## config.mk

```make
export PLATFORM = sky130hd
export DESIGN_NAME = serial_rx_buffer
export DESIGN_NICKNAME = d
export VERILOG_FILES = /design/src/rtl/rxb_pkg.sv /design/src/rtl/rxb_store.sv /design/src/rtl/rxb_hold.sv /design/src/rtl/serial_rx_buffer.sv
export SDC_FILE = /design/constraint.sdc
export NUM_CORES = 1
export LEC_CHECK = 0
export BUFFER_PORTS_ARGS = -buffer_cell sky130_fd_sc_hd__buf_2
export CAP_MARGIN = 15
export CELL_PAD_IN_SITES_DETAIL_PLACEMENT = 1
export CELL_PAD_IN_SITES_GLOBAL_PLACEMENT = 2
export CORE_UTILIZATION = 25
export CTS_CLUSTER_DIAMETER = 50
export DETAILED_ROUTE_END_ITERATION = 10
export HOLD_SLACK_MARGIN = 0.1
export PLACE_DENSITY = 0.59
export SYNTH_ARGS = -nofsm -noshare
export SYNTH_HDL_FRONTEND = slang
export SYNTH_SLANG_ARGS = --single-unit
export TNS_END_PERCENT = 50
```

## constraint.sdc

```tcl
create_clock -name clk -period 2.2 [get_ports clk]
set_input_delay 0.11 -clock clk [delete_from_list [all_inputs] [get_ports clk]]
set_output_delay 0.11 -clock clk [all_outputs]
set_load 0.01 [all_outputs]
```

## src/rtl/rxb_pkg.sv

```systemverilog
package rxb_pkg;

  // Status carried alongside every stored word.
  typedef struct packed {
    logic ovr;
    logic ferr;
    logic bit9;
  } rxb_tag_t;

  localparam rxb_tag_t RXB_TAG_CLR = '0;

endpackage

```

## src/rtl/rxb_store.sv

```systemverilog
module rxb_store
  import rxb_pkg::*;
#(
  parameter int DATA_W = 8,
  parameter int DEPTH  = 2,
  localparam int PTR_W = (DEPTH > 1) ? $clog2(DEPTH) : 1,
  localparam int CNT_W = $clog2(DEPTH + 1)
) (
  input  logic              clk,
  input  logic              rst_n,
  input  logic              flush,
  input  logic              wr_en,
  input  logic [DATA_W-1:0] wr_data,
  input  rxb_tag_t          wr_tag,
  input  logic              pop_req,
  output logic [DATA_W-1:0] head_data,
  output rxb_tag_t          head_tag,
  output logic              full,
  output logic              empty,
  output logic [CNT_W-1:0]  occ
);

  logic [DATA_W-1:0] data_q [DEPTH];
  rxb_tag_t          tag_q  [DEPTH];
  logic [PTR_W-1:0]  wr_ptr_q, wr_ptr_d;
  logic [PTR_W-1:0]  rd_ptr_q, rd_ptr_d;
  logic [CNT_W-1:0]  cnt_q, cnt_d;
  logic              pop;

  function automatic logic [PTR_W-1:0] ptr_inc(input logic [PTR_W-1:0] p);
    return (p == PTR_W'(DEPTH - 1)) ? '0 : p + 1'b1;
  endfunction

  assign empty = (cnt_q == '0);
  assign full  = (cnt_q == CNT_W'(DEPTH));
  assign occ   = cnt_q;
  assign pop   = pop_req & ~empty;

  // Next-state for pointers and occupancy.
  always_comb begin
    wr_ptr_d = wr_ptr_q;
    rd_ptr_d = rd_ptr_q;
    cnt_d    = cnt_q;
    if (flush) begin
      wr_ptr_d = '0;
      rd_ptr_d = '0;
      cnt_d    = '0;
    end else begin
      if (wr_en) wr_ptr_d = ptr_inc(wr_ptr_q);
      if (pop)   rd_ptr_d = ptr_inc(rd_ptr_q);
      case ({wr_en, pop})
        2'b10:   cnt_d = cnt_q + 1'b1;
        2'b01:   cnt_d = cnt_q - 1'b1;
        default: cnt_d = cnt_q;
      endcase
    end
  end

  always_ff @(posedge clk or negedge rst_n) begin
    if (!rst_n) begin
      wr_ptr_q <= '0;
      rd_ptr_q <= '0;
      cnt_q    <= '0;
    end else begin
      wr_ptr_q <= wr_ptr_d;
      rd_ptr_q <= rd_ptr_d;
      cnt_q    <= cnt_d;
    end
  end

  // Per-entry status: reset and flushed to clear.
  always_ff @(posedge clk or negedge rst_n) begin
    if (!rst_n) begin
      for (int i = 0; i < DEPTH; i++) tag_q[i] <= RXB_TAG_CLR;
    end else begin
      for (int i = 0; i < DEPTH; i++) begin
        if (flush)
          tag_q[i] <= RXB_TAG_CLR;
        else if (wr_en && (wr_ptr_q == PTR_W'(i)))
          tag_q[i] <= wr_tag;
      end
    end
  end

  // Data storage: write-enabled only, no reset needed.
  always_ff @(posedge clk) begin
    for (int i = 0; i < DEPTH; i++) begin
      if (!flush && wr_en && (wr_ptr_q == PTR_W'(i)))
        data_q[i] <= wr_data;
    end
  end

  assign head_data = empty ? '0 : data_q[rd_ptr_q];
  assign head_tag  = empty ? RXB_TAG_CLR : tag_q[rd_ptr_q];

endmodule

```

## src/rtl/rxb_hold.sv

```systemverilog
module rxb_hold
  import rxb_pkg::*;
#(
  parameter int DATA_W = 8
) (
  input  logic              clk,
  input  logic              rst_n,
  input  logic              enable,
  input  logic              frm_vld,
  input  logic [DATA_W-1:0] frm_data,
  input  logic              frm_bit9,
  input  logic              frm_ferr,
  input  logic              start_det,
  input  logic              pop_req,
  input  logic              full,
  output logic              wr_en,
  output logic [DATA_W-1:0] wr_data,
  output rxb_tag_t          wr_tag,
  output logic              hold_vld
);

  logic              pend_q, pend_d;
  logic [DATA_W-1:0] pdata_q;
  logic              pb9_q, pfe_q;
  logic              ovr_q, ovr_d;
  logic              load_pend;
  logic              move_pend, direct, rescue, lose, replace;

  always_comb begin
    rescue    = enable & start_det & pend_q & full & pop_req;
    lose      = enable & start_det & pend_q & full & ~pop_req;
    move_pend = enable & pend_q & (~full | rescue);
    direct    = enable & frm_vld & ~pend_q & ~full;
    replace   = enable & frm_vld & pend_q & ~move_pend;
    load_pend = enable & frm_vld & ~direct;
    wr_en     = move_pend | direct;

    wr_data     = pend_q ? pdata_q : frm_data;
    wr_tag.bit9 = pend_q ? pb9_q : frm_bit9;
    wr_tag.ferr = pend_q ? pfe_q : frm_ferr;
    wr_tag.ovr  = ovr_q;

    if (!enable)                pend_d = 1'b0;
    else if (load_pend)         pend_d = 1'b1;
    else if (move_pend || lose) pend_d = 1'b0;
    else                        pend_d = pend_q;

    ovr_d = enable & ((ovr_q & ~wr_en) | lose | replace);
  end

  always_ff @(posedge clk or negedge rst_n) begin
    if (!rst_n) begin
      pend_q <= 1'b0;
      ovr_q  <= 1'b0;
    end else begin
      pend_q <= pend_d;
      ovr_q  <= ovr_d;
    end
  end

  always_ff @(posedge clk) begin
    if (load_pend) begin
      pdata_q <= frm_data;
      pb9_q   <= frm_bit9;
      pfe_q   <= frm_ferr;
    end
  end

  assign hold_vld = pend_q;

endmodule

```

## src/rtl/serial_rx_buffer.sv

```systemverilog
module serial_rx_buffer
  import rxb_pkg::*;
#(
  parameter int DATA_W = 8,
  parameter int DEPTH  = 2,
  localparam int OCC_W = $clog2(DEPTH + 1)
) (
  input  logic              clk,
  input  logic              rst_n,
  input  logic              rx_en,
  input  logic              frm_vld,
  input  logic [DATA_W-1:0] frm_data,
  input  logic              frm_bit9,
  input  logic              frm_ferr,
  input  logic              start_det,
  input  logic              rd_pop,
  output logic [DATA_W-1:0] rd_data,
  output logic              rd_bit9,
  output logic              rd_ferr,
  output logic              rd_ovr,
  output logic              rx_done,
  output logic              sh_hold
);

  logic              wr_en_w;
  logic [DATA_W-1:0] wr_data_w;
  rxb_tag_t          wr_tag_w;
  rxb_tag_t          head_tag_w;
  logic              full_w, empty_w;
  logic [OCC_W-1:0]  occ_w;

  rxb_hold #(.DATA_W(DATA_W)) i_hold (
    .clk       (clk),
    .rst_n     (rst_n),
    .enable    (rx_en),
    .frm_vld   (frm_vld),
    .frm_data  (frm_data),
    .frm_bit9  (frm_bit9),
    .frm_ferr  (frm_ferr),
    .start_det (start_det),
    .pop_req   (rd_pop),
    .full      (full_w),
    .wr_en     (wr_en_w),
    .wr_data   (wr_data_w),
    .wr_tag    (wr_tag_w),
    .hold_vld  (sh_hold)
  );

  rxb_store #(.DATA_W(DATA_W), .DEPTH(DEPTH)) i_store (
    .clk       (clk),
    .rst_n     (rst_n),
    .flush     (~rx_en),
    .wr_en     (wr_en_w),
    .wr_data   (wr_data_w),
    .wr_tag    (wr_tag_w),
    .pop_req   (rd_pop & rx_en),
    .head_data (rd_data),
    .head_tag  (head_tag_w),
    .full      (full_w),
    .empty     (empty_w),
    .occ       (occ_w)
  );

  assign rd_bit9 = head_tag_w.bit9;
  assign rd_ferr = head_tag_w.ferr;
  assign rd_ovr  = head_tag_w.ovr;
  assign rx_done = ~empty_w;

endmodule

```

== Word level (Yosys, flattened, before mapping) ==
Memory sizes are Yosys's and may differ from the RTL's.
Cells that the tools add are included.

* Register bits: 22
* Bits in writable memories: 16
* Input bits: 16
* Output and inout bits: 13
* Word-level logic and storage cells: 97
* Memories kept: 1

* Add/sub/neg operators: 4
* Order comparisons: 1
* Equal/unequal tests: 9
* Muxes and demuxes: 30
* Bitwise operators: 30
* Reductions and logical operators: 8

{| class="wikitable"
|+ Memory list
! name !! words !! bits a word !! read ports !! clocked after memory_dff !! write ports !! line !! text
|-
| i_store.data_q || 2 || 8 || 1 || 0 || 1 || rxb_store.sv:23 || <nowiki>logic [DATA_W-1:0] data_q [DEPTH];</nowiki>
|}

{| class="wikitable"
|+ Operator list
! kind !! number
|-
| 2-to-1 mux 3 bit || 8
|-
| 2-to-1 mux 8 bit || 3
|-
| AND 1 bit || 17
|-
| 2-to-1 mux 1 bit || 17
|-
| inequality test 2 x 1 -> 1 bit (second input constant) || 4
|-
| NOT 1 bit || 8
|-
| OR reduction 8 bit || 1
|-
| inequality test 3 x 1 -> 1 bit (second input constant) || 2
|-
| logical AND 1 bit || 5
|-
| == test 2 bit (second input constant) || 2
|-
| bitwise OR 1 bit || 4
|-
| one-hot mux 2 bit (2 select lines) || 1
|-
| adder 1 bit (second input constant) || 2
|-
| adder 2 x 1 -> 2 bit (second input constant) || 1
|-
| == test 2 x 1 -> 1 bit (second input constant) || 1
|-
| >= comparator 2 bit (second input constant) || 1
|-
| logical NOT 2 bit || 1
|-
| 2-to-1 mux 2 bit || 1
|-
| NOT 1 -> 2 bit || 1
|-
| subtractor 2 x 1 -> 2 bit (second input constant) || 1
|-
| logical OR 1 bit || 1
|}

== Logic depth before layout (Yosys ltp) ==
Gate-level depths: netlist (run 1).

* Word-level depth: 13
* Mapped depth: 5
* Depth with buffers taken out: 4

== Cells and area by module ==
From an unflattened synthesis (run 1), not the netlist that was laid out.

* Cell total of the unflattened synthesis: 131
* Area, all modules: 1774.2 um2

{| class="wikitable"
|+ Modules (own cells, without submodules)
! module !! times used !! cells an instance !! area each (um2) !! seq. area each (um2)
|-
| rxb_store || 1 || 91 || 1161.1 || 730.7
|-
| rxb_hold || 1 || 37 || 599.3 || 350.3
|-
| serial_rx_buffer || 1 || 3 || 13.8 || 0.0
|}

== Worst setup path before layout (run 1) ==
Ideal clock, no wire load.

* Path kind: register to register
* Start: register i_hold.pend_q, in the netlist i_hold.hold_vld
* End: register i_hold.pb9_q (enable)
* Library setup time: 0.380 ns
* Data arrival time: 1.187 ns
* Required time: 1.820 ns
* Path slack: 0.633 ns
* Cell stages (with the launch flop): 4
* Buffers on the path: 1
* Clock period less this slack: 1.567 ns
* Path through: dfrtp_1 -> buf_4 -> inv_1 -> a21oi_1

* Word-level cells in the longest chain between the ends: 5

{| class="wikitable"
|+ Ends and longest elaborated chain
! element !! line !! text
|-
| start: declaration || rxb_hold.sv:22 || <nowiki>logic pend_q, pend_d;</nowiki>
|-
| start signal: assignment || rxb_hold.sv:56 || <nowiki>pend_q <= pend_d;</nowiki>
|-
| NOT 1 bit || rxb_hold.sv:33 || <nowiki>direct = enable & frm_vld & ~pend_q & ~full;</nowiki>
|-
| AND 1 bit (2 in series) || rxb_hold.sv:33 ||
|-
| NOT 1 bit || rxb_hold.sv:35 || <nowiki>load_pend = enable & frm_vld & ~direct;</nowiki>
|-
| AND 1 bit || rxb_hold.sv:35 ||
|-
| via i_hold.load_pend || rxb_hold.sv:26 || <nowiki>logic load_pend;</nowiki>
|-
| end signal: assignment || rxb_hold.sv:64 || <nowiki>pb9_q <= frm_bit9;</nowiki>
|-
| end: declaration || rxb_hold.sv:24 || <nowiki>logic pb9_q, pfe_q;</nowiki>
|}

The timed path passes the listed nets, and every way through them passes these cells.
A chain may end at the register's enable or synchronous reset.

== Worst setup path in the final report (run 1) ==
* Start: register i_store.cnt_q[1], in the netlist i_store.occ[1]
* End: memory i_store.data_q[0][6] (enable)

* Word-level cells in the longest chain between the ends: 12
* Elaborated cells between the ends (all ways): 18
* Classes of those cells: eq/ne (1); mux (6); bitwise (7); reduce/logical (4)

{| class="wikitable"
|+ Ends and longest elaborated chain
! element !! line !! text
|-
| start: declaration || rxb_store.sv:27 || <nowiki>logic [CNT_W-1:0] cnt_q, cnt_d;</nowiki>
|-
| start signal: assignment || rxb_store.sv:67 || <nowiki>cnt_q <= cnt_d;</nowiki>
|-
| == test 2 bit * || rxb_store.sv:35 || <nowiki>assign full = (cnt_q == CNT_W'(DEPTH));</nowiki>
|-
| AND 1 bit (2 in series) || rxb_hold.sv:30 || <nowiki>rescue = enable & start_det & pend_q & full & pop_req;</nowiki>
|-
| bitwise OR 1 bit || rxb_hold.sv:32 || <nowiki>move_pend = enable & pend_q & (~full | rescue);</nowiki>
|-
| AND 1 bit || rxb_hold.sv:32 ||
|-
| bitwise OR 1 bit * || rxb_hold.sv:36 || <nowiki>wr_en = move_pend | direct;</nowiki>
|-
| logical AND 1 bit * || rxb_store.sv:88 || <nowiki>if (!flush && wr_en && (wr_ptr_q == PTR_W'(i)))</nowiki>
|-
| logical AND 1 bit || rxb_store.sv:88 ||
|-
| 2-to-1 mux 1 bit || rxb_store.sv:88 ||
|-
| 2-to-1 mux 1 bit (implied by the code) || rxb_store.sv:89 || <nowiki>data_q[i] <= wr_data;</nowiki>
|-
| OR reduction 8 bit (no source line) || -- ||
|-
| 2-to-1 mux 1 bit (no source line) || -- ||
|-
| end: declaration || rxb_store.sv:23 ||
|}

Mark *: on every way between the ends. The rest lies on a longest branch, timed or not.

==> out/qor.csv, run 1 <==
metric;value;unit
avgViaCountPerCell;4.37;
max-slew-margin-rel;53.7;%
critPathMaxStageDelay;0.45;ns
ios;29;
timing.final.crit_share;79.8;%
fin_nets;192;
area_delta_synth_final;25.7;%
antenna_found_initial;0;
synth_area_per_cell;13.4;sq um
crit_family;simple AND/OR/NAND/NOR gates;
cts-resized-gates;0;
clk_pin_slew;0.08;ns
status;finished clean;
layout-drive-gt1-share;31.6;%
path_max_fanout;8;
ir_drop;0.000175;V
io_buffers;28;
drt_iter0_drc;36;
synth_cell_type_count;32;
die_w;86.0;microns
p_per_area;650;nW/um^2
fin_ws;0.444;ns
coreArea;6790;sq um
worst_setup_path_end_kind;flop;
layout_commonest_cell;buf_2;
gp_congestion;0.743;
finalPower;1.44;mW
clock_path_buffers;2;
stdcell_count;273;
hold_path_class;input port to flop;
grt_max_degree;15;
path_cells;and2b_4, nor3_4, o21ai_0, inv_1;
stdcell_area;2220;sq um
syn_nets;148;
required;2.16;ns
drtAntennaViolNets;0;
max-cap-violations;0;
num-fill-cells;741;
dp_cells;254;
synth_seq_cells;38;
drt_pass1_iterations;4;
cp_num_buf_inv;1;
max_slew.worst_pin.slew;0.694;ns
grt_usage;11.7;%
critical_path.slowest_cell;dfrtp_1;
postSynthCellCount;132;
hold_violations;0;
layout_common_cells;buf_2 (28), edfxtp_1 (26), mux2i_1 (16);
reg2reg_from;i_store.occ[1]$_DFFE_PN0P_;
period_minus_slack;1.76;ns
dp_slack;0.461;ns
cts_tree;done;
startpoint_type;flop;
diodes;0;
die_y;86.0;microns
num_vias;1193;
min-delay-start;frm_vld;
insertion_delay;0.28;ns
grt_pass1_wl;6480;microns
yosysTopAreaCell;edfxtp_1;
seq_area_frac_synth;61.3;%
clock_sinks;38;
start_util;25.9;%
setup_viol;0;
setup_tns;0;ns
syn_area;1760;sq um
grt_pass1_vias;1267;
utilization;32.6;%
synth_warnings;0;
drt-total-wl;3980;microns
synthTopCellsByArea;edfxtp_1 (44%), dfrtp_1 (17%), mux2i_1 (9.1%);
gr-total-overflow;0;
crit_type;flop to flop;
die_area;7390;sq um
critPathLaunch;i_store.occ[1]$_DFFE_PN0P_;
fin_skew;0.00310;ns
htreeDepth;2;
rows;30;
clock-root-buffer;clkbuf_8;
grt_setup_unrepaired;false;
place_hpwl;2870;microns
drc_errors;0;
leakage;0.853;nW
cts_made_buffers;5;
synth_top_area_share;44.3;%
arrival;1.72;ns
fmax;570;MHz
wl_per_cell;14.6;microns
placed_area;2020;sq um
hold_slack;0.169;ns
slew_viol_final;0;
## repair_timing
item | in CTS | in global routing
hold buffers | 11 | 0
endpoints found under the hold margin | 22 | 0
setup buffers | 0 | 0
## routing by layer
metal  up-vias  GRT usage (%)  wire length (microns)
met1       597           14.8                   1890
met5         -              0                      0
met2        23           19.3                   1910
met3         4           2.79                    137
met4         0           4.55                     42
li1        569              -                      -
## kinds of logic after synthesis
family / share of synthesized area, %
simple gates: 10.1
xor+xnor: 0.497
mux: 16.7
flops: 61.3
buf+inv: 2.70
compound gates: 8.66
## flip-flops by register name, summed over array words and instances (netlist names)
name,count
i_hold.hold_vld,1
i_hold.pfe_q,1
i_hold.ovr_q,1
i_hold.pdata_q,8
i_store.rd_ptr_q,1
i_hold.pb9_q,1
i_store.wr_ptr_q,1
i_store.data_q,16
i_store.tag_q,6
i_store.occ,2
## Yosys cell counts (all sizes together)
cell,count
nand3,1
edfxtp,26
a211oi,1
o311ai,2
nor2,14
nand4b,1
nand2b,2
dfrtp,12
a21o,1
a21boi,3
nand2,7
mux2i,16
a31oi,2
a311oi,1
clkbuf,2
nor4b,1
o21ai,6
inv,6
or2,1
mux2,12
nand4,1
nor3,1
buf,3
xnor2,1
and2,1
and2b,1
nor2b,3
a21oi,4
## where the power goes
group / leakage (nW) / switching (mW) / internal [mW] / total [mW]
logic: 0.413 / 0.0807 / 0.0797 / 0.160
registers: 0.398 / 0.0204 / 0.789 / 0.809
clock network: 0.0416 / 0.252 / 0.217 / 0.469
## worst min-delay path, cell delays in order
cell and delay (ns):
buf_2 0.14, o21ai_0 0.07, a21boi_0 0.09
## final timing paths
path	slack, ns	endpoint	cells past startpoint
min in group asynchronous	0.24	i_hold.ovr_q$_DFF_PN0_	2
hold reg to reg	0.51	i_store.tag_q[3]$_DFFE_PN0P_	1
hold / removal	0.17	i_hold.hold_vld$_DFFE_PN0P_	3
setup / recovery	0.44	i_store.data_q[0][6]$_DFFE_PP_	4
setup reg to reg	0.44	i_store.data_q[0][6]$_DFFE_PP_	4
max in group asynchronous	1.73	i_store.tag_q[5]$_DFFE_PN0P_	2
## cell type report
class / count / area [sq um] / area share [%]
Clock buffer: 5 / 68.8 / 3.11
Multi-Input combinational cell: 83 / 634 / 28.6
Sequential cell: 38 / 1080 / 48.8
Tap cell: 96 / 120 / 5.42
Timing Repair Buffer: 42 / 273 / 12.3
Inverter: 6 / 22.5 / 1.02
Clock inverter: 3 / 16.3 / 0.734
Power figures use the tool's default switching activity.
==> inputs of run 2 (changes only) <==
--- a/config.mk
+++ b/config.mk
@@ -5,6 +5,7 @@
 export SDC_FILE = /design/constraint.sdc
 export NUM_CORES = 1
 export LEC_CHECK = 0
+export ABC_AREA = 1
 export BUFFER_PORTS_ARGS = -buffer_cell sky130_fd_sc_hd__buf_2
 export CAP_MARGIN = 15
 export CELL_PAD_IN_SITES_DETAIL_PLACEMENT = 1
@@ -13,7 +14,7 @@
 export CTS_CLUSTER_DIAMETER = 50
 export DETAILED_ROUTE_END_ITERATION = 10
 export HOLD_SLACK_MARGIN = 0.1
-export PLACE_DENSITY = 0.59
+export PLACE_DENSITY = 0.65
 export SYNTH_ARGS = -nofsm -noshare
 export SYNTH_HDL_FRONTEND = slang
 export SYNTH_SLANG_ARGS = --single-unit
==> constraint.sdc (replaced) <==
create_clock -name clk -period 1.4 [get_ports clk]
set_input_delay 0.07 -clock clk [delete_from_list [all_inputs] [get_ports clk]]
set_output_delay 0.07 -clock clk [all_outputs]
set_load 0.01 [all_outputs]
==> out/qor.csv, run 2 <==
metric;value;unit;change
placed_area;2060;sq um;was 2020 sq um
avgViaCountPerCell;4.34;;was 4.37
synthTopCellsByArea;edfxtp_1 (45%), dfrtp_1 (17%), nand2_1 (14%);;was edfxtp_1 (44%), dfrtp_1 (17%), mux2i_1 (9.1%)
ir_drop;0.000440;V;was 0.000175 V
worst_setup_path_end_kind;primary output;;was flop
fmax;705;MHz;
synth_top_area_share;44.9;%;was 44.3%
clock_sinks;38;;unchanged
gp_congestion;0.755;;was 0.743
io_buffers;28;;unchanged
r2r-end;i_store.data_q[1][7]$_DFFE_PP_;;was i_store.data_q[0][6]$_DFFE_PP_
yosysMostFrequentCell;nand2_1;;was edfxtp_1
die_w;85.4;microns;was 86.0 microns
regMostFlops;i_store.data_q;;unchanged
internal-power;2.48;mW;was 1.09 mW
synth_edf_count;26;;unchanged
htreeDepth;2;;unchanged
top_regs;i_store.data_q x16, i_hold.pdata_q x8, i_store.tag_q x6;;unchanged
synth-async-reset-ratio;31.6;%;unchanged
period_minus_slack;1.42;ns;
drt-total-wl;4390;microns;was 3980 microns
syn_area;1740;sq um;was 1760 sq um
max_slew.worst_pin.slew;0.296;ns;was 0.694 ns
grt_pass1_wl;6990;microns;was 6480 microns
drt_pass1_iterations;4;;unchanged
ios;29;;unchanged
r2r_setup_slack;0.02;ns;was 0.44 ns
leakage;1.11;nW;was 0.853 nW
violations;setup timing;;
cts_made_buffers;5;;unchanged
clock-root-buffer;clkbuf_8;;unchanged
layout_commonest_cell;nand2_1;;was buf_2
coreArea;6760;sq um;was 6790 sq um
crit_type;flop to primary output;;was flop to flop
hold_path_depth;4;;was 3
place_hpwl;3180;microns;was 2870 microns
clk_pin_slew;0.08;ns;about the same
drtAntennaViolNets;0;;unchanged
timing.final.crit_share;101;%;
fin_ws;-0.0176;ns;was 0.444 ns
num_vias;1393;;was 1,193
critPathMaxStageDelay;0.41;ns;was 0.45 ns
required;1.33;ns;was 2.16 ns
cts_tree;done;;unchanged
yosysTopAreaCell;edfxtp_1;;unchanged
min_to;i_store.occ[1]$_DFFE_PN0P_;;was i_hold.hold_vld$_DFFE_PN0P_
synth.top_cells.by_count;nand2_1 (67), edfxtp_1 (26), inv_1 (14), a21oi_1 (12), dfrtp_1 (12);;was edfxtp_1 (26), mux2i_1 (16), nor2_1 (14), dfrtp_1 (12), mux2_2 (12)
clock_path_buffers;2;;unchanged
max-cap-violations;0;;unchanged
max-slew-margin-rel;80.3;%;was 53.7%
seq_power_share;39.0;%;was 56.2%
die_area;7290;sq um;was 7390 sq um
synthFlopType;edfxtp_1;;unchanged
syn_nets;194;;was 148
fin_nets;256;;was 192
p_comb_share;29.0;%;was 11.1%
synth_cell_type_count;22;;was 32
layout-drive-gt1-share;36.1;%;was 31.6%
antenna_found_initial;0;;unchanged
insertion_delay;0.29;ns;was 0.28 ns
path_cells;buf_6, nor2_4, inv_2, o21ai_1, a21oi_1, buf_2;;was and2b_4, nor3_4, o21ai_0, inv_1
wl_per_cell;13.7;microns;was 14.6 microns
diodes;0;;unchanged
stdcell_count;321;;was 273
swShare;29.5;%;was 24.6%
finalPower;3.52;mW;was 1.44 mW
seq_area_frac_synth;62.2;%;was 61.3%
postSynthCellCount;178;;was 132
num-fill-cells;771;;was 741
fin_skew;0.00621;ns;was 0.00310 ns
setup_tns;-0.113;ns;was 0 ns
hold_violations;0;;unchanged
rows;30;;unchanged
pwr-share-clk;32.0;%;was 32.6%
dp_cells;296;;was 254
grt_pass1_vias;1386;;was 1,267
status;finished with violations;;was finished clean
r2r_cells;7;;was 4
grt_max_degree;14;;was 15
critical_path.slowest_cell;dfrtp_1;;unchanged
min-delay-start;rd_pop;;was frm_vld
die_y;85.4;microns;was 86.0 microns
synth_seq_cells;38;;unchanged
synth_area_per_cell;9.76;sq um;was 13.4 sq um
grt_usage;12.9;%;was 11.7%
start_util;25.7;%;was 25.9%
path_max_fanout;4;;was 8
setup_viol;10;;was 0
area_delta_synth_final;41.0;%;was 25.7%
synth_warnings;0;;unchanged
stdcell_area;2450;sq um;was 2220 sq um
largest_reg_flops;16;;unchanged
hold_slack;0.123;ns;was 0.169 ns
drc_errors;0;;unchanged
layout_common_cells;nand2_1 (67), buf_2 (27), edfxtp_1 (26);;was buf_2 (28), edfxtp_1 (26), mux2i_1 (16)
switching_power;1.04;mW;was 354 uW
slew_viol_final;0;;unchanged
hold_path_class;input port to flop;;unchanged
p_per_area;1440;nW/um^2;was 650 nW/um^2
drt_iter0_drc;23;;was 36
arrival;1.35;ns;was 1.72 ns
reg2reg_from;i_store.occ[1]$_DFFE_PN0P_;;unchanged
grt_setup_unrepaired;true;;was false
startpoint_type;flop;;unchanged
gr-total-overflow;0;;unchanged
==> run 2: changes by cell type in the layout (fill, tap and decap cells not counted), moves of 4 or more <==
cell,previous run,this run
a21oi_2,0,8
buf_4,3,18
mux2i_1,16,0
nand2_1,7,67
inv_2,0,5
nand3_1,1,6
mux2_2,12,0
nor2_1,14,6
inv_1,6,10
==> run 2: layer usage <==
metal | vias up | GRT usage (%) | routed length [microns]
li1 | 705 | - | -
met2 | 24 | 21.4 | 2160
met4 | 0 | 4.55 | 64
met1 | 659 | 16.6 | 2050
met5 | - | 0 | 0
met3 | 5 | 3.02 | 116
==> run 2: metrics by stage <==
stage          setup slack [ns]  utilization (%)
6_report                -0.0176             36.3
3_5_place_dp           -0.00206             30.5
2_1_floorplan            0.0142                -
4_1_cts                 -0.0373             35.1
5_1_grt                 -0.0876             36.3
3_3_place_gp             0.0537             30.5
==> run 2: kinds of logic after synthesis <==
group / after synthesis / synth area share, %
compound gates: 25 / 7.49
xor+xnor: 1 / 0.504
buf+inv: 22 / 5.54
flops: 38 / 62.2
simple gates: 92 / 24.3
==> run 2: worst max-delay path, delay by kind of cell, from the launching register on <==
| kind | cells | cell delay [ns] |
|---|---|---|
| DFF | 1 | 0.41 |
| buffers and inverters | 3 | 0.36 |
| and+or+nand+nor | 1 | 0.16 |
| AOI/OAI and AO/OA | 2 | 0.13 |
==> run 2: worst max-delay path by stage <==
stage / startpoint / to / slack (ns) / cells past startpoint
after floorplan: i_store.occ[1]$_DFFE_PN0P_ / i_store.data_q[0][0]$_DFFE_PP_ / 0.01 / 6
after global placement: i_hold.hold_vld$_DFFE_PN0P_ / i_store.data_q[0][5]$_DFFE_PP_ / 0.05 / 5
after detailed placement: i_store.occ[1]$_DFFE_PN0P_ / i_store.data_q[0][6]$_DFFE_PP_ / -0.002 / 5
after CTS: i_store.occ[1]$_DFFE_PN0P_ / rd_data[4] / -0.04 / 5
after global routing: i_store.occ[0]$_DFFE_PN0P_ / rd_data[1] / -0.09 / 5
final: i_store.occ[0]$_DFFE_PN0P_ / rd_ferr / -0.02 / 6
==> run 2: layout make-up <==
cell class | instances | area, sq um | share of cell area, %
Clock inverter | 3 | 68.8 | 2.81
Clock buffer | 5 | 68.8 | 2.81
Sequential cell | 38 | 1080 | 44.1
Inverter | 16 | 63.8 | 2.60
Timing Repair Buffer | 61 | 449 | 18.3
Tap cell | 80 | 100 | 4.08
Multi-Input combinational cell | 118 | 619 | 25.3
==> run 2: timing repair <==
action	4_1_cts	5_1_grt
resized for setup	16	10
hold endpoints to repair	22	0
pin swaps	1	2
setup buffers	3	3
hold buffers	11	0
setup endpoints to repair	19	32
==> run 2: power groups by stage <==
stage | registers, mW | clock network (mW) | logic, mW
finish | 1.37 | 1.13 | 1.02
CTS | 1.37 | 1.16 | 0.941
global route | 1.38 | 1.20 | 1.13
global placement | 1.39 | 0 | 0.794
floorplan | 1.39 | 0 | 0.458
detailed placement | 1.39 | 0 | 0.805
==> inputs of run 3 (changes only) <==
--- a/config.mk
+++ b/config.mk
@@ -14,8 +14,9 @@
 export CTS_CLUSTER_DIAMETER = 50
 export DETAILED_ROUTE_END_ITERATION = 10
 export HOLD_SLACK_MARGIN = 0.1
-export PLACE_DENSITY = 0.65
+export PLACE_DENSITY = 0.66
 export SYNTH_ARGS = -nofsm -noshare
 export SYNTH_HDL_FRONTEND = slang
+export SYNTH_HIERARCHICAL = 1
 export SYNTH_SLANG_ARGS = --single-unit
 export TNS_END_PERCENT = 50
==> out/qor.csv, run 3 <==
metric;value;unit;change
yosysTopAreaCell;edfxtp_1;;unchanged
synth-async-reset-ratio;31.6;%;unchanged
synth_xor_area_share;0;%;was 0.504%
gp_congestion;0.758;;was 0.755
path_max_fanout;5;;was 4
start_util;26.2;%;was 25.7%
max_slew.worst_pin.slew;0.283;ns;was 0.296 ns
yosys.area_share.simple;19.5;%;was 24.3%
clock_path_buffers;2;;unchanged
synth_edf_count;26;;unchanged
crit_type;flop to flop;;was flop to primary output
setup_viol;0;;was 10
synth.area.mux_share;0;%;unchanged
violations;DRC;;was setup timing
syn_nets;191;;was 194
period_minus_slack;1.38;ns;was 1.42 ns
setup_tns;0;ns;was -0.113 ns
dp_cells;292;;was 296
ios;29;;unchanged
status;finished with violations;;unchanged
synth_area_per_cell;9.67;sq um;was 9.76 sq um
die_w;84.3;microns;was 85.4 microns
synthFlopType;edfxtp_1;;unchanged
r2r_setup_slack;0.02;ns;about the same
dp_slack;-0.0729;ns;was -0.00206 ns
synth.top_cells.by_count;nand2_1 (60), edfxtp_1 (26), inv_1 (19), a21oi_1 (13), dfrtp_1 (12);;was nand2_1 (67), edfxtp_1 (26), inv_1 (14), a21oi_1 (12), dfrtp_1 (12)
clock-root-buffer;clkbuf_8;;unchanged
antenna_found_initial;0;;unchanged
htreeDepth;2;;unchanged
insertion_delay;0.29;ns;about the same
grt_usage;12.3;%;was 12.9%
fin_skew;0.00714;ns;was 0.00621 ns
clock_sinks;38;;unchanged
grt_pass1_vias;1370;;was 1,386
fin_nets;255;;was 256
synth_top_family_by_area;simple AND/OR/NAND/NOR gates;;unchanged
postSynthCellCount;175;;was 178
die_y;84.3;microns;was 85.4 microns
startpoint_type;flop;;unchanged
p_per_area;978;nW/um^2;was 1440 nW/um^2
synth_warnings;6;;was 0
layout_commonest_cell;nand2_1;;unchanged
syn_area;1690;sq um;was 1740 sq um
max-cap-violations;0;;unchanged
reg2reg_from;i_store/occ[1]$_DFFE_PN0P_;;was i_store.occ[1]$_DFFE_PN0P_
critical_path.slowest_cell;dfrtp_1;;unchanged
gr-total-overflow;0;;unchanged
hold_slack;0.121;ns;was 0.123 ns
grt_pass1_wl;6730;microns;was 6990 microns
avgViaCountPerCell;4.33;;was 4.34
wl_per_cell;12.5;microns;was 13.7 microns
cts_tree;done;;unchanged
ir_drop;0.000391;V;was 0.000440 V
num_vias;1374;;was 1,393
grt_max_degree;13;;was 14
synthAdderAreaFrac;0;%;unchanged
hold_path_class;input port to flop;;unchanged
rows;29;;was 30
finalPower;2.37;mW;was 3.52 mW
regMostFlops;i_store/data_q;;was i_store.data_q
clk_pin_slew;0.08;ns;about the same
drt-total-wl;3960;microns;was 4390 microns
max-slew-margin-rel;81.1;%;was 80.3%
critPathMaxStageDelay;0.38;ns;was 0.41 ns
worst_setup_path_end_kind;flop;;was primary output
fmax;724;MHz;was 705 MHz
arrival;1.61;ns;was 1.35 ns
yosysMostFrequentCell;nand2_1;;unchanged
stdcell_count;317;;was 321
slew_viol_final;0;;unchanged
io_buffers;28;;unchanged
drc_errors;4;;was 0
synth_compound_area_share;9.83;%;was 7.49%
timing.final.crit_share;98.6;%;was 101%
min-delay-start;frm_vld;;was rd_pop
synth_seq_cells;38;;unchanged
drt_pass1_iterations;6;;was 4
placed_area;2070;sq um;was 2060 sq um
synthTopCellsByArea;edfxtp_1 (46%), dfrtp_1 (18%), nand2_1 (13%);;was edfxtp_1 (45%), dfrtp_1 (17%), nand2_1 (14%)
layout_common_cells;nand2_1 (56), buf_2 (28), edfxtp_1 (26);;was nand2_1 (67), buf_2 (27), edfxtp_1 (26)
critPathLaunch;i_store/occ[1]$_DFFE_PN0P_;;was i_store.occ[0]$_DFFE_PN0P_
stdcell_area;2430;sq um;was 2450 sq um
leakage;1.05;nW;was 1.11 nW
utilization;37.6;%;was 36.3%
largest_reg_flops;16;;unchanged
area_delta_synth_final;43.3;%;was 41.0%
cts_made_buffers;5;;unchanged
seq_area_frac_synth;63.9;%;was 62.2%
synth_cell_type_count;18;;was 22
top_regs;i_store/data_q x16, i_hold/pdata_q x8, i_store/tag_q x6;;was i_store.data_q x16, i_hold.pdata_q x8, i_store.tag_q x6
coreArea;6460;sq um;was 6760 sq um
required;1.63;ns;was 1.33 ns
drtAntennaViolNets;0;;unchanged
path_cells;inv_2, nor2_4, nand2_2, nand2_2, nand2_4, inv_6, nand3_4, a21oi_2, nand2_1, nand2_1;;was buf_6, nor2_4, inv_2, o21ai_1, a21oi_1, buf_2
drt_iter0_drc;36;;was 23
fin_ws;0.0190;ns;was -0.0176 ns
hold_violations;0;;unchanged
synth_top_area_share;46.1;%;was 44.9%
grt_setup_unrepaired;true;;unchanged
die_area;7100;sq um;was 7290 sq um
diodes;0;;unchanged
place_hpwl;2870;microns;was 3180 microns
layout-drive-gt1-share;38.8;%;was 36.1%
==> run 3: repair_timing <==
action,4_1_cts,5_1_grt
hold buffers,12,0
hold endpoints to repair,23,0
pin swaps,1,11
gates resized for setup,18,19
setup endpoints to repair,35,37
setup buffers,1,4
==> run 3: cells by family (layout without fill, tap and decap cells) <==
family | after synthesis | in the layout
AND/OR/NAND/NOR | 78 | 78
flip-flops | 38 | 38
AO/OA/AOI/OAI | 30 | 30
buffers and inverters | 29 | 94
==> run 3: area by class of cell <==
type,count,area [sq um]
timing repair buffer,60,418
tap,77,96.3
clock inverter,3,16.3
fill,772,4030
clock buffer,5,68.8
inverter,26,125
multi-input combinational,108,619
sequential,38,1080
==> run 3: routing by layer <==
layer	up-vias	track usage [%]	part of all wire (%)
li1	703	-	-
met1	642	16.4	46
met2	23	19.6	48
met3	6	3.05	3.7
met4	0	4.23	1.5
met5	-	0	0
==> run 3: worst paths after layout <==
check,end,cells past startpoint
max in group asynchronous,i_store/rd_ptr_q$_DFFE_PN0P_,2
min in group asynchronous,i_store/occ[1]$_DFFE_PN0P_,2
worst min-delay path,i_hold/hold_vld$_DFFE_PN0P_,3
worst max register to register,i_store/occ[1]$_DFFE_PN0P_,10
worst min register to register,i_store/tag_q[2]$_DFFE_PN0P_,2
worst max-delay path,i_store/occ[1]$_DFFE_PN0P_,10
==> run 3: worst max-delay path, delay by kind of cell (launching register included) <==
family / cells / cell delay [ns]
buf+inv: 2 / 0.15
compound gates: 1 / 0.16
simple gates: 7 / 0.64
flops: 1 / 0.38
==> run 3: report_power, final <==
group / internal, mW / leakage [nW] / total, mW / switching (mW)
clock: 0.340 / 0.0416 / 0.711 / 0.371
combinational: 0.173 / 0.611 / 0.407 / 0.234
sequential: 1.24 / 0.399 / 1.26 / 0.0194
total: 1.75 / 1.05 / 2.37 / 0.624
